`src/rtl/cps_pkg.sv`:
```
package cps_pkg;

  localparam int CTL_W = 7;

  localparam int B_RSTN  = 0;
  localparam int B_ISO   = 1;
  localparam int B_SW1   = 2;
  localparam int B_SW2   = 3;
  localparam int B_CKOFF = 4;
  localparam int B_MCKIS = 5;
  localparam int B_MREL  = 6;

  localparam logic [CTL_W-1:0] CTL_RST = 7'b0110010;

  typedef enum logic [2:0] {
    K_CTL, K_L1, K_DLY, K_WPWR, K_WL1, K_WSTBY, K_END
  } step_kind_e;

  typedef struct packed {
    step_kind_e kind;
    logic [2:0] bitn;
    logic       val;
  } step_t;

  function automatic step_t mk(input step_kind_e k, input int b, input logic v);
    step_t s;
    s.kind = k;
    s.bitn = 3'(b);
    s.val  = v;
    return s;
  endfunction

  // power-up program
  function automatic step_t up_step(input logic [3:0] i);
    case (i)
      4'd0:    return mk(K_CTL,  B_SW1,   1'b1);
      4'd1:    return mk(K_DLY,  0,       1'b0);
      4'd2:    return mk(K_CTL,  B_SW2,   1'b1);
      4'd3:    return mk(K_WPWR, 0,       1'b1);
      4'd4:    return mk(K_CTL,  B_ISO,   1'b0);
      4'd5:    return mk(K_L1,   0,       1'b0);
      4'd6:    return mk(K_WL1,  0,       1'b0);
      4'd7:    return mk(K_DLY,  0,       1'b0);
      4'd8:    return mk(K_CTL,  B_MREL,  1'b1);
      4'd9:    return mk(K_CTL,  B_MCKIS, 1'b0);
      4'd10:   return mk(K_CTL,  B_CKOFF, 1'b0);
      4'd11:   return mk(K_CTL,  B_RSTN,  1'b1);
      default: return mk(K_END,  0,       1'b0);
    endcase
  endfunction

  // power-down program
  function automatic step_t dn_step(input logic [3:0] i);
    case (i)
      4'd0:    return mk(K_WSTBY, 0,       1'b1);
      4'd1:    return mk(K_CTL,   B_ISO,   1'b1);
      4'd2:    return mk(K_CTL,   B_MCKIS, 1'b1);
      4'd3:    return mk(K_CTL,   B_MREL,  1'b0);
      4'd4:    return mk(K_L1,    0,       1'b1);
      4'd5:    return mk(K_WL1,   0,       1'b1);
      4'd6:    return mk(K_CTL,   B_RSTN,  1'b0);
      4'd7:    return mk(K_CTL,   B_CKOFF, 1'b1);
      4'd8:    return mk(K_CTL,   B_SW1,   1'b0);
      4'd9:    return mk(K_CTL,   B_SW2,   1'b0);
      4'd10:   return mk(K_WPWR,  0,       1'b0);
      default: return mk(K_END,   0,       1'b0);
    endcase
  endfunction

endpackage

```
`src/rtl/cps_tick_wait.sv`:
```
module cps_tick_wait #(
  parameter int N = 1
) (
  input  logic clk,
  input  logic rst_n,
  input  logic active,
  input  logic tick,
  output logic expire
);
  localparam int TW = $clog2(N + 1);

  logic [TW-1:0] cnt_q;

  always_ff @(posedge clk or negedge rst_n) begin
    if (!rst_n)
      cnt_q <= '0;
    else if (!active)
      cnt_q <= '0;
    else if (tick)
      cnt_q <= cnt_q + TW'(1);
  end

  // the N-th tick seen while active ends the wait at this edge
  assign expire = active && tick && (cnt_q == TW'(N - 1));

endmodule

```
`src/rtl/cps_ctl_bank.sv`:
```
module cps_ctl_bank
  import cps_pkg::*;
#(
  parameter int NCORE = 4
) (
  input  logic                       clk,
  input  logic                       rst_n,
  input  logic                       wr_en,
  input  logic [$clog2(NCORE)-1:0]   wr_core,
  input  logic [2:0]                 wr_bit,
  input  logic                       wr_val,
  input  logic                       l1_en,
  input  logic                       l1_val,
  output logic [NCORE*CTL_W-1:0]     ctl_flat,
  output logic [NCORE-1:0]           l1_req
);
  localparam int CW = $clog2(NCORE);

  for (genvar g = 0; g < NCORE; g++) begin : g_core
    logic [CTL_W-1:0] word_q;
    logic             l1_q;
    logic             sel;

    assign sel = (wr_core == CW'(g));

    always_ff @(posedge clk or negedge rst_n) begin
      if (!rst_n) begin
        word_q <= CTL_RST;
        l1_q   <= 1'b1;
      end else begin
        if (wr_en && sel)
          word_q[wr_bit] <= wr_val;
        if (l1_en && sel)
          l1_q <= l1_val;
      end
    end

    assign ctl_flat[g*CTL_W +: CTL_W] = word_q;
    assign l1_req[g] = l1_q;
  end

endmodule

```
`src/rtl/cps_fsm.sv`:
```
module cps_fsm
  import cps_pkg::*;
#(
  parameter int NCORE     = 4,
  parameter int POLL_MAX  = 10,
  parameter int STAT_W    = 16,
  parameter int STAT_TOP  = 13,
  parameter int STBY_W    = 32,
  parameter int STBY_BASE = 16
) (
  input  logic                     clk,
  input  logic                     rst_n,
  input  logic                     req_valid,
  input  logic                     req_on,
  input  logic [$clog2(NCORE)-1:0] req_core,
  input  logic                     req_stby,
  input  logic [STAT_W-1:0]        pwr_sta_a,
  input  logic [STAT_W-1:0]        pwr_sta_b,
  input  logic [NCORE-1:0]         l1_ack,
  input  logic [STBY_W-1:0]        stby_sta,
  input  logic                     wait_done,
  output logic                     wait_active,
  output logic                     wr_en,
  output logic [$clog2(NCORE)-1:0] wr_core,
  output logic [2:0]               wr_bit,
  output logic                     wr_val,
  output logic                     l1_en,
  output logic                     l1_val,
  output logic                     busy,
  output logic                     done,
  output logic                     err,
  output logic                     ev_timeout
);
  localparam int CW  = $clog2(NCORE);
  localparam int PW  = $clog2(POLL_MAX + 1);
  localparam int SAW = $clog2(STAT_W);
  localparam int SBW = $clog2(STBY_W);

  typedef enum logic [1:0] {S_IDLE, S_EXEC, S_DLY, S_GAP} st_e;

  function automatic logic [SAW-1:0] stat_pos(input logic [CW-1:0] c);
    return SAW'(STAT_TOP - int'(c));
  endfunction

  function automatic logic [SBW-1:0] stby_pos(input logic [CW-1:0] c);
    return SBW'(STBY_BASE + int'(c));
  endfunction

  st_e           state_q;
  logic [3:0]    step_q;
  logic          dir_q;
  logic [CW-1:0] core_q;
  logic          stby_q;
  logic [PW-1:0] polls_q;
  logic          done_q, err_q;

  step_t         cur;
  logic          in_exec, is_wait, cond_met, poll_last;
  logic          pa, pb;
  logic          unused_in;

  assign unused_in = ^{pwr_sta_a, pwr_sta_b, stby_sta};

  always_comb cur = dir_q ? up_step(step_q) : dn_step(step_q);

  assign pa = pwr_sta_a[stat_pos(core_q)];
  assign pb = pwr_sta_b[stat_pos(core_q)];

  always_comb begin
    is_wait  = 1'b0;
    cond_met = 1'b0;
    case (cur.kind)
      K_WPWR: begin
        is_wait  = 1'b1;
        cond_met = dir_q ? (pa && pb) : (!pa && !pb);
      end
      K_WL1: begin
        is_wait  = 1'b1;
        cond_met = (l1_ack[core_q] == cur.val);
      end
      K_WSTBY: begin
        is_wait  = 1'b1;
        cond_met = !stby_q || stby_sta[stby_pos(core_q)];
      end
      default: ;
    endcase
  end

  assign in_exec     = (state_q == S_EXEC);
  assign poll_last   = (polls_q == PW'(POLL_MAX - 1));
  assign ev_timeout  = in_exec && is_wait && !cond_met && poll_last;
  assign wait_active = (state_q == S_DLY) || (state_q == S_GAP);

  assign wr_en   = in_exec && (cur.kind == K_CTL);
  assign wr_core = core_q;
  assign wr_bit  = cur.bitn;
  assign wr_val  = cur.val;
  assign l1_en   = in_exec && (cur.kind == K_L1);
  assign l1_val  = cur.val;

  always_ff @(posedge clk or negedge rst_n) begin
    if (!rst_n) begin
      state_q <= S_IDLE;
      step_q  <= '0;
      dir_q   <= 1'b0;
      core_q  <= '0;
      stby_q  <= 1'b0;
      polls_q <= '0;
      done_q  <= 1'b0;
      err_q   <= 1'b0;
    end else begin
      done_q <= 1'b0;
      err_q  <= 1'b0;
      case (state_q)
        S_IDLE: begin
          if (req_valid) begin
            state_q <= S_EXEC;
            step_q  <= '0;
            dir_q   <= req_on;
            core_q  <= req_core;
            stby_q  <= req_stby;
            polls_q <= '0;
          end
        end
        S_EXEC: begin
          case (cur.kind)
            K_CTL, K_L1: step_q <= step_q + 4'd1;
            K_DLY:       state_q <= S_DLY;
            K_END: begin
              state_q <= S_IDLE;
              done_q  <= 1'b1;
            end
            default: begin
              if (cond_met) begin
                step_q  <= step_q + 4'd1;
                polls_q <= '0;
              end else if (poll_last) begin
                state_q <= S_IDLE;
                err_q   <= 1'b1;
              end else begin
                polls_q <= polls_q + PW'(1);
                state_q <= S_GAP;
              end
            end
          endcase
        end
        S_DLY: begin
          if (wait_done) begin
            step_q  <= step_q + 4'd1;
            state_q <= S_EXEC;
          end
        end
        default: begin
          if (wait_done)
            state_q <= S_EXEC;
        end
      endcase
    end
  end

  assign busy = (state_q != S_IDLE);
  assign done = done_q;
  assign err  = err_q;

endmodule

```
`src/rtl/core_pwr_seq.sv`:
```
module core_pwr_seq
  import cps_pkg::*;
#(
  parameter int NCORE        = 4,
  parameter int TICKS_PER_US = 1,
  parameter int POLL_MAX     = 10,
  parameter int STAT_W       = 16,
  parameter int STAT_TOP     = 13,
  parameter int STBY_W       = 32,
  parameter int STBY_BASE    = 16
) (
  input  logic                     clk,
  input  logic                     rst_n,
  input  logic                     us_tick,
  input  logic                     req_valid,
  input  logic                     req_on,
  input  logic [$clog2(NCORE)-1:0] req_core,
  input  logic                     req_stby,
  input  logic [STAT_W-1:0]        pwr_sta_a,
  input  logic [STAT_W-1:0]        pwr_sta_b,
  input  logic [NCORE-1:0]         l1_ack,
  input  logic [STBY_W-1:0]        stby_sta,
  output logic [NCORE*CTL_W-1:0]   ctl_word,
  output logic [NCORE-1:0]         l1_pdn_req,
  output logic                     busy,
  output logic                     done,
  output logic                     err
);
  localparam int CW = $clog2(NCORE);

  logic          wait_active, wait_done;
  logic          wr_en, wr_val, l1_en, l1_val;
  logic [CW-1:0] wr_core;
  logic [2:0]    wr_bit;
  logic          ev_timeout;

  cps_fsm #(
    .NCORE(NCORE), .POLL_MAX(POLL_MAX), .STAT_W(STAT_W), .STAT_TOP(STAT_TOP),
    .STBY_W(STBY_W), .STBY_BASE(STBY_BASE)
  ) u_fsm (
    .clk(clk), .rst_n(rst_n),
    .req_valid(req_valid), .req_on(req_on), .req_core(req_core), .req_stby(req_stby),
    .pwr_sta_a(pwr_sta_a), .pwr_sta_b(pwr_sta_b), .l1_ack(l1_ack), .stby_sta(stby_sta),
    .wait_done(wait_done), .wait_active(wait_active),
    .wr_en(wr_en), .wr_core(wr_core), .wr_bit(wr_bit), .wr_val(wr_val),
    .l1_en(l1_en), .l1_val(l1_val),
    .busy(busy), .done(done), .err(err), .ev_timeout(ev_timeout)
  );

  cps_tick_wait #(.N(TICKS_PER_US)) u_wait (
    .clk(clk), .rst_n(rst_n), .active(wait_active), .tick(us_tick), .expire(wait_done)
  );

  cps_ctl_bank #(.NCORE(NCORE)) u_bank (
    .clk(clk), .rst_n(rst_n),
    .wr_en(wr_en), .wr_core(wr_core), .wr_bit(wr_bit), .wr_val(wr_val),
    .l1_en(l1_en), .l1_val(l1_val),
    .ctl_flat(ctl_word), .l1_req(l1_pdn_req)
  );

endmodule

```
`config.mk`:
```
export PLATFORM = sky130hd
export DESIGN_NAME = core_pwr_seq
export DESIGN_NICKNAME = d
export VERILOG_FILES = /design/src/rtl/cps_pkg.sv /design/src/rtl/cps_tick_wait.sv /design/src/rtl/cps_ctl_bank.sv /design/src/rtl/cps_fsm.sv /design/src/rtl/core_pwr_seq.sv
export SDC_FILE = /design/constraint.sdc
export NUM_CORES = 1
export LEC_CHECK = 0
export CAP_MARGIN = 20
export CORE_MARGIN = 1
export CORE_UTILIZATION = 49
export DETAILED_ROUTE_END_ITERATION = 16
export PLACE_DENSITY = 0.87
export SLEW_MARGIN = 20
export SYNTH_ARGS = -nofsm -noshare
export SYNTH_HDL_FRONTEND = slang
export SYNTH_SLANG_ARGS = --single-unit
```
`constraint.sdc`:
```
create_clock -name clk -period 5 [get_ports clk]
set_clock_uncertainty 0.1 [all_clocks]
set_input_delay 0.75 -clock clk [delete_from_list [all_inputs] [get_ports clk]]
set_output_delay 0.75 -clock clk [all_outputs]
set_load 0.05 [all_outputs]
```
==> impl_metrics.ini <==
[finish]
fin_util_pct = 62.6
design_area_um2 = 3730
final_nets = 433
n_fill_cell = 494
share_of_cells_above_drive_strength_1_pct = 20.7
flow.area_growth_from_synthesis_pct = 23.1
antenna_cells_inserted = 0

[global_routing]
grt_util_all_layers_pct = 21.6
grt_total_ovfl = 0
grt_max_degree = 50
grt_first_pass_wirelength_mm = 10.7
number_of_global_route_vias_before_repair = 2196
antenna_found_initial = 0

[yosys]
ys_types = 52
synth_top_cell_area_share_pct = 27.3
synth-edff-count = 0
post_synth.cell_area_avg_um2 = 10.4
post_synth_inst_count = 290
synth_nets = 381
ys_warn_count = 0
ys_dominant_reg_cell = sky130_fd_sc_hd__dfrtp_1
synth_seq_area_share_pct = 41.2
yosys_register_bits = 49
asyncSetResetFlopFracSynth_pct = 100
post_synth_instance_area_um2 = 3030
netlist_top_cells_area = sky130_fd_sc_hd__dfrtp_1, sky130_fd_sc_hd__dfstp_2, sky130_fd_sc_hd__mux2_2, sky130_fd_sc_hd__ha_1, sky130_fd_sc_hd__nand2_1
synth_largest_area_cell = sky130_fd_sc_hd__dfrtp_1

[route]
routed_via_density = 5.57
vias = 2328
detail-route-antenna-nets = 0
firstDrtPassIters = 4
initialDrtViolationCount = 138
routedWlPerCell_um = 15.9
drc_errors = 0
routed_wirelength_mm = 6.67

[min_path]
worst_hold_path_type = flop to flop
min_from = u_bank.g_core[3].word_q[0]
hold_end = u_bank.g_core[3].word_q[0]
whs_path_depth = 1

[setup_path]
worst_ep_arrival_time_ps = 3240
timing.reg2reg.worst_path_depth = 9
cp-end-kind = flop
required_ps = 5100
worstReg2RegEnd = u_bank.g_core[3].word_q[0]
rrSetupSlack_ps = 1860
crit_path_max_fanout = 9
critPathKind = flop to flop
critical_r2r_launch = u_fsm.step_q[1]
critPathLaunch = u_fsm.step_q[1]
worstSetupStartpointType = flop

[place]
buffer_ports.inserted = 58
place.gp.congestion = 0.832
post_dp_cell_area_um2 = 3630
post-place-ws_ps = 1760
dp_hpwl_mm = 4.83

[clock_tree]
post_cts_resize_count = 0
clkSinkCount = 49
worst_skew_pair.late_latency_ps = 300
clock_tree.root_cell = sky130_fd_sc_hd__clkbuf_8
cts-root-to-sink-buffers = 2
clock_tree_from_tritoncts = yes
cts_made_buffers = 5
worst_setup_hold_path_clk_slew_ps = 100
post_cts.repair.setup_buffers = 0
cts.hold.buffers_added = 0
h-tree-depth = 2

[sta]
setup_total_negative_slack_ps = 0
finalHoldViolCount = 0
grt_setup_unrepaired = no
min_period_over_period_pct = 62.8
hold-worst-slack_ps = 414
period_needed_ps = 3140
final.setup.worst_slack_ps = 1860
slew_headroom_pct = 57.5
final-max-slew-violation-count = 0
worst-slew-pin-transition_ps = 637
fmaxAchievable_ghz = 0.319
timing.final.setup_violations = 0

[pwr]
peakVddDrop_mv = 0.422
power.density_cell_area_nw_per_um2 = 704
power.leakage_nw = 1.58

[floorplan]
dieHeight_um = 80.6
chipWidth_um = 80.6
initial_core_util_pct = 50.8
floorplan.io_pins = 111
die_area_um2 = 6500
core-area_um2 = 5960
num_rows = 28

[run]
max-cap-violations = 0

[run_status]
run_status = finished, final reports clean
-- per-stage QoR --
step | instances | total power, W
6_report | 418 | 0.00263
4_1_cts | 418 | 0.00263
2_1_floorplan | 290 | 0.00195
5_1_grt | 418 | 0.00280
3_5_place_dp | 410 | 0.00236
3_3_place_gp | 410 | 0.00231
-- synth_stat cells, types with 6 or more instances --
master / n
sky130_fd_sc_hd__mux2_2: 37
sky130_fd_sc_hd__nand2_1: 34
sky130_fd_sc_hd__dfrtp_1: 33
sky130_fd_sc_hd__nor2_1: 29
sky130_fd_sc_hd__dfstp_2: 16
sky130_fd_sc_hd__ha_1: 15
sky130_fd_sc_hd__inv_1: 13
sky130_fd_sc_hd__nand3_1: 11
sky130_fd_sc_hd__mux2i_1: 7
sky130_fd_sc_hd__o21ai_0: 7
sky130_fd_sc_hd__and2_1: 6
sky130_fd_sc_hd__nand2b_1: 6
-- report_power, final --
part	switching, W	internal [W]	total [W]
sequential	0.000164	0.000574	0.000738
combinational	0.00100	0.000628	0.00163
clock	0.000143	0.000115	0.000258
total	0.00131	0.00132	0.00263
-- how the worst max path moves through the flow --
stage                                      end  slack (ps)  cells after the start
floorplan                     u_fsm.state_q[0]        2280                      7
global route        u_bank.g_core[3].word_q[0]        1620                      9
global placement              u_fsm.state_q[0]        1800                      8
CTS                 u_bank.g_core[3].word_q[0]        1870                      9
finish              u_bank.g_core[3].word_q[0]        1860                      9
detailed placement            u_fsm.state_q[0]        1760                      8
-- sequential cells by signal, summed over array words and instances, names as in the netlist --
| signal | count |
|---|---|
| u_fsm.wr_core | 2 |
| u_bank.g_core.word_q | 28 |
| u_fsm.state_q | 2 |
| u_bank.g_core.l1_q | 4 |
| u_fsm.polls_q | 4 |
| u_fsm.step_q | 4 |
| u_wait.cnt_q | 1 |
| u_fsm.done | 1 |
| u_fsm.dir_q | 1 |
| u_fsm.err | 1 |
| u_fsm.stby_q | 1 |
-- worst max-delay path, stage by stage (launching register included) --
cell	delay, ps
sky130_fd_sc_hd__dfrtp_1	560
sky130_fd_sc_hd__inv_1	170
sky130_fd_sc_hd__ha_1	250
sky130_fd_sc_hd__mux2_2	290
sky130_fd_sc_hd__a221oi_2	430
sky130_fd_sc_hd__and2_1	210
sky130_fd_sc_hd__and3_1	310
sky130_fd_sc_hd__nand3_1	200
sky130_fd_sc_hd__nor2_1	170
sky130_fd_sc_hd__mux2_2	340
-- logic make-up (layout without fill, tap and decap cells) --
group	count (synthesis)	in the layout	synth area share, %
and+or+nand+nor	104	104	16.2
AOI/OAI and AO/OA	43	43	11.3
adders and majority gates	15	15	6.20
xor gates and xnor gates	1	1	0.289
muxes	50	50	20.5
buffers and inverters	28	81	4.38
DFF	49	49	41.2
-- routing by layer --
metal  up-vias  part of all wire [%]  routed length, um  global-route usage (%)
met5         -                     0                  0                       0
met4         0                  0.95                 63                    5.89
met3         7                   6.1                404                    6.14
met2        47                    51               3390                    36.7
met1      1140                    42               2810                    26.6
li1       1134                     -                  -                       -
-- cell type report --
class	count	area [um2]	share of cell area (%)
clock buffers	6	82.6	2.21
clock inverters	2	17.5	0.470
inverters	13	48.8	1.31
multi-input cells	213	1650	44.2
flip-flops and latches	49	1250	33.4
well taps	75	93.8	2.52
repair buffers	60	591	15.8
-- cells in the final DEF (no fill, tap or decap), types with 3 or more instances in the layout --
cell type                         count
sky130_fd_sc_hd__clkdlybuf4s50_1     57
sky130_fd_sc_hd__mux2_2              37
sky130_fd_sc_hd__nand2_1             34
sky130_fd_sc_hd__dfrtp_1             33
sky130_fd_sc_hd__nor2_1              29
sky130_fd_sc_hd__dfstp_2             16
sky130_fd_sc_hd__ha_1                15
sky130_fd_sc_hd__inv_1               13
sky130_fd_sc_hd__nand3_1             11
sky130_fd_sc_hd__o21ai_0              7
sky130_fd_sc_hd__mux2i_1              7
sky130_fd_sc_hd__nand2b_1             6
sky130_fd_sc_hd__and2_1               6
sky130_fd_sc_hd__clkbuf_8             6
sky130_fd_sc_hd__a21oi_1              5
sky130_fd_sc_hd__and3_1               5
sky130_fd_sc_hd__a21o_1               4
sky130_fd_sc_hd__nor2b_1              3
sky130_fd_sc_hd__o211ai_1             3
sky130_fd_sc_hd__mux4_1               3
sky130_fd_sc_hd__o21a_1               3
sky130_fd_sc_hd__o31ai_1              3
Note: power is estimated with default switching activity, not from simulation.
